--- config.mk ---
export PLATFORM = sky130hd
export DESIGN_NAME = irq_resolver
export DESIGN_NICKNAME = d
export VERILOG_FILES = /design/src/rtl/irq_resolver.sv
export SDC_FILE = /design/constraint.sdc
export NUM_CORES = 1
export LEC_CHECK = 0
export BUFFER_PORTS_ARGS = -buffer_cell sky130_fd_sc_hd__buf_2
export CAP_MARGIN = 30
export CELL_PAD_IN_SITES_DETAIL_PLACEMENT = 0
export CELL_PAD_IN_SITES_GLOBAL_PLACEMENT = 2
export CORE_UTILIZATION = 31
export DETAILED_ROUTE_END_ITERATION = 6
export PLACE_DENSITY_LB_ADDON = 0.1
export SLEW_MARGIN = 10
export SYNTH_ARGS = -nofsm -noshare
export SYNTH_HDL_FRONTEND = slang
export SYNTH_SLANG_ARGS = --single-unit
--- constraint.sdc ---
create_clock -name clk -period 4.2 [get_ports clk]
set_input_delay 1.26 -clock clk [delete_from_list [all_inputs] [get_ports clk]]
set_output_delay 1.26 -clock clk [all_outputs]
set_load 0.01 [all_outputs]
--- src/rtl/irq_resolver.sv ---
module irq_resolver #(
  parameter int NLINES = 8,
  parameter bit IS_MASTER = 1'b1,
  parameter int CASCADE_LINE = 2,
  parameter logic [NLINES-1:0] TRIG_WMASK = 'hF8,
  localparam int LW = $clog2(NLINES)
) (
  input  logic              clk,
  input  logic              rst,
  input  logic [NLINES-1:0] req_in,
  input  logic [NLINES-1:0] req_clr,
  input  logic              trig_we,
  input  logic [NLINES-1:0] trig_wdata,
  input  logic              mask_we,
  input  logic [NLINES-1:0] mask_wdata,
  input  logic              rot_we,
  input  logic [LW-1:0]     rot_wdata,
  input  logic [NLINES-1:0] isr_in,
  input  logic              nest_special,
  output logic [NLINES-1:0] trig_q,
  output logic [NLINES-1:0] req_q,
  output logic              int_req,
  output logic [LW-1:0]     int_line
);

  localparam logic [LW:0] NONE = (LW+1)'(NLINES);

  logic [NLINES-1:0] last_q, mask_q, req_nxt, pend, drop, isr_eff;
  logic [LW-1:0]     rot_q, win;
  logic [LW:0]       rank_pend, rank_isr;
  logic              fire;

  function automatic logic [LW:0] best_rank(input logic [NLINES-1:0] v,
                                            input logic [LW-1:0] base);
    logic [LW-1:0] idx;
    best_rank = NONE;
    for (int i = NLINES - 1; i >= 0; i--) begin
      idx = LW'(i) + base;
      if (v[idx]) best_rank = (LW+1)'(i);
    end
  endfunction

  generate
    if (IS_MASTER) begin : g_master
      assign drop = nest_special ? (NLINES'(1) << CASCADE_LINE) : '0;
    end else begin : g_slave
      assign drop = '0;
    end
  endgenerate

  assign req_nxt   = (trig_q & req_in)
                   | (~trig_q & ((req_q & ~req_clr) | (req_in & ~last_q)));
  assign pend      = req_q & ~mask_q;
  assign isr_eff   = isr_in & ~drop;
  assign rank_pend = best_rank(pend, rot_q);
  assign rank_isr  = best_rank(isr_eff, rot_q);
  assign fire      = rank_pend < rank_isr;
  assign win       = rank_pend[LW-1:0] + rot_q;

  always_ff @(posedge clk) begin
    if (rst) begin
      req_q    <= '0;
      last_q   <= '0;
      mask_q   <= '0;
      trig_q   <= '0;
      rot_q    <= '0;
      int_req  <= 1'b0;
      int_line <= '0;
    end else begin
      req_q    <= req_nxt;
      last_q   <= req_in;
      if (trig_we) trig_q <= trig_wdata & TRIG_WMASK;
      if (mask_we) mask_q <= mask_wdata;
      if (rot_we)  rot_q  <= rot_wdata;
      int_req  <= fire;
      int_line <= fire ? win : '0;
    end
  end

  generate
    for (genvar g = 0; g < NLINES; g++) begin : g_line_chk

      level_follow_chk: assert property (@(posedge clk) disable iff (rst)
        trig_q[g] |=> req_q[g] == $past(req_in[g]));

      edge_hold_chk: assert property (@(posedge clk) disable iff (rst)
        (!trig_q[g] && req_q[g] && !req_clr[g]) |=> req_q[g]);
    end
  endgenerate


  idle_no_req_chk: assert property (@(posedge clk) disable iff (rst)
    (pend == '0) |=> !int_req);


  line_was_pending_chk: assert property (@(posedge clk) disable iff (rst)
    int_req |-> ((($past(pend) >> int_line) & NLINES'(1)) != '0));


  line_zero_idle_chk: assert property (@(posedge clk) disable iff (rst)
    !int_req |-> int_line == '0);

endmodule

==> flow_summary_export.csv <==
group,metric,value,unit
cells_and_area,final_cells,418,
timing,finalSetupTns,0,ps
clocking,clk_latency,280,ps
timing,finClkSkew,6.646,ps
placement,dp_hpwl,4.349,mm
drt,wl,5.509,mm
critical_path,r2r_slack,500,ps
global_routing,track_usage,0.1376,
yosys,ys_ff_latch,36,
yosys,synth_cell_type_count,61,
yosys,synth-edff-count,0,
floorplan,die_area,8472,sq um
min_path,hold_path.class,"flip-flop to flip-flop",
timing,worst_pin_slew,659.4,ps
power_and_ir_drop,power.density,332.0,nW/um^2
placement,place_congestion,0.7213,
critical_path,cp_common_cell,"mux4_2",
clocking,cts.path.max_buffers,2,
power_and_ir_drop,p_leak,0.001324,uW
yosys,yosysWarnings,0,
cells_and_area,drive_gt1_frac,0.3576,
drt,firstDrtPassIters,3,
clocking,cts_setup_buffers,0,
critical_path,crit_arrival,4050,ps
drt,avgViaCountPerCell,4.725,
power_and_ir_drop,power.total,1007,uW
global_routing,overflow,0,
drt,post-route-drc-count,0,
critical_path,crit_fanout,5,
yosys,synth_top_area_frac,0.2867,
critical_path,required,4390,ps
drt,antenna_left,0,
placement,port_buffers,62,
floorplan,ios,69,
placement,placed_cells,411,
yosys,yosys-top-cells-area,"dfxtp_1 29%, mux4_2 12%, mux2i_1 9.2%",
critical_path,path_cells,"buf_2 -> mux4_2 -> mux4_2 -> nor2b_1 -> and3_1 -> nand4_1 -> ha_1 -> a2111oi_0 -> nand2_1 -> o2bb2ai_1 -> a211oi_1",
yosys,synth_ff_type,"dfxtp_1",
global_routing,grt_pass1_vias,1850,
critical_path,critical_path.startpoint_type,"input pin",
floorplan,rows,32,
run_status,status,"finished clean",
timing,finalCriticalPeriod,3857,ps
drt,route.vias.total,1975,
floorplan,die_x,92.05,um
critical_path,crit_family,"multiplexers",
timing,setup_viol,0,
global_routing,grt_pass1_wl,9.197,mm
yosys,synthArstFlopShare,0,
floorplan,floorplan.die.height,92.05,um
yosys,avgSynthCellArea,10.01,sq um
power_and_ir_drop,peakVddDrop,0.1604,mV
clocking,cts_sinks,36,
drt,drt_iter0_drc,59,
timing,period_share,0.9183,
timing,max_freq,0.2593,GHz
global_routing,grt_max_degree,35,
floorplan,start_util,0.3236,
yosys,yosysTopAreaCell,"dfxtp_1",
global_routing,antenna_found_initial,0,
critical_path,max_stage_delay,510,ps
timing,relSlewSlack,0.5604,
critical_path,cp_slowest_cell,"mux4_2",
clocking,cts_resized,0,
clocking,cts_tree,"built",
timing,slew_violations,0,
clocking,cts_buffers,5,
yosys,synth-seq-area-share,0.2867,
clocking,ctsHoldBuffers,0,
clocking,h-tree-depth,2,
yosys,synth_cells,251,
drt,wl_per_cell,13.18,um
critical_path,crit_buf_inv,1,
critical_path,cp-end-kind,"flip-flop",
flow_run,cap_viol_max_count,0,
cells_and_area,num_antenna_cells,0,
clocking,clk_pin_slew,70,ps
timing,rsz0062_at_grt,"false",
cells_and_area,syn2layout_area_growth,20.71,%
cells_and_area,nNetsFinal,372,
floorplan,core_area,7767,sq um
timing,finalHoldViolCount,0,
critical_path,crit_type,"input pin to flip-flop",
clocking,ctsRootBufferMaster,"clkbuf_8",
yosys,syn_area,2514,sq um
## final timing paths
path | from | endpoint | cells after the start
worst max-delay path | isr_in[5] | int_line[1] | 11
worst max register to register | rot_q[1] | int_line[1] | 13
worst min-delay path | last_q[2] | req_q[2] | 2
worst min register to register | last_q[2] | req_q[2] | 2
## cell usage after synthesis, types with 2 or more instances
cell and number:
a211oi_1 2, a21bo_2 2, a21o_1 2, a21oi_1 15
and2_1 6, buf_2 3, buf_4 3, buf_6 4
clkbuf_1 5, dfxtp_1 36, ha_1 6, inv_1 10
mux2_1 2, mux2_2 3, mux2i_1 23, mux2i_4 2
mux4_2 13, nand2_1 8, nand2b_1 6, nand3_1 3
nor2_1 19, nor2b_1 21, nor3b_1 4, nor4bb_1 2
o21a_1 2, o21ai_0 8, o221ai_1 2, or3b_2 5
xnor2_1 2
## final cells by class
cell class / instances / area (sq um)
clock buffers: 7 / 96.34
fillers: 847 / 4733
inverters: 11 / 46.29
multi-input cells: 191 / 1653
flip-flops and latches: 36 / 720.7
well taps: 102 / 127.6
repair buffers: 71 / 390.4
## through the flow
stage | instance area [sq um] | hold slack, ps | worst slack [ps] | utilization
final | 3034 | 481.0 | 343.0 | 0.3906
after global routing | 3034 | 502.7 | 104.1 | 0.3906
after detailed placement | 2938 | 476.2 | 11.29 | 0.3782
after floorplan | 2521 | 461.1 | 430.3 | -
after global placement | 2938 | 472.2 | 30.50 | 0.3782
after CTS | 3034 | 486.7 | 305.8 | 0.3906
## cells in the final DEF (no fill, tap or decap), drive strengths merged, types with 2 or more instances in the layout
cell type and count:
a211oi 2, a21bo 2, a21o 2, a21oi 15, a221oi 2, and2 6
buf 71, clkbuf 7, conb 3, dfxtp 36, ha 6, inv 11
mux2 6, mux2i 25, mux4 13, nand2 8, nand2b 6, nand3 3
nand4 2, nor2 19, nor2b 21, nor3b 4, nor4b 2, nor4bb 2
o21a 2, o21ai 9, o221ai 2, or3b 5, xnor2 3
## kinds of logic (layout without fill, tap and decap cells)
family | after synthesis | in the layout | synth area share
XOR/XNOR | 4 | 4 | 0.01693
AND/OR/NAND/NOR | 87 | 87 | 0.2135
other | 1 | 3 | 0.001492
buffers and inverters | 26 | 89 | 0.05874
AO/OA/AOI/OAI | 46 | 46 | 0.1304
flip-flops | 36 | 36 | 0.2867
multiplexers | 44 | 44 | 0.2544
adder cells (fa/ha/maj) | 7 | 7 | 0.03783
## worst min-delay path: cells and delay by family, from the launching register on
family	cells	cell delay [ps]
AND/OR/NAND/NOR	1	90
flip-flops	1	300
AO/OA/AOI/OAI	1	50
## power by group
group	internal, uW	switching, uW
registers	371	16.4
logic	181	180
clock network	146	113
total	697	310
## flip-flops by register name (all words and copies together), names as in the netlist
register,flops
int_line,3
int_req,1
last_q,8
trig_q,5
rot_q,3
req_q,8
mask_q,8
## per-layer routing
layer | vias up | routed length (um) | track usage
li1 | 1037 | - | -
met1 | 895 | 2874 | 0.1959
met2 | 39 | 2389 | 0.2096
met3 | 4 | 201 | 0.03234
met4 | 0 | 44 | 0.03125
met5 | - | 0 | 0
(Power assumes the default switching activity.)
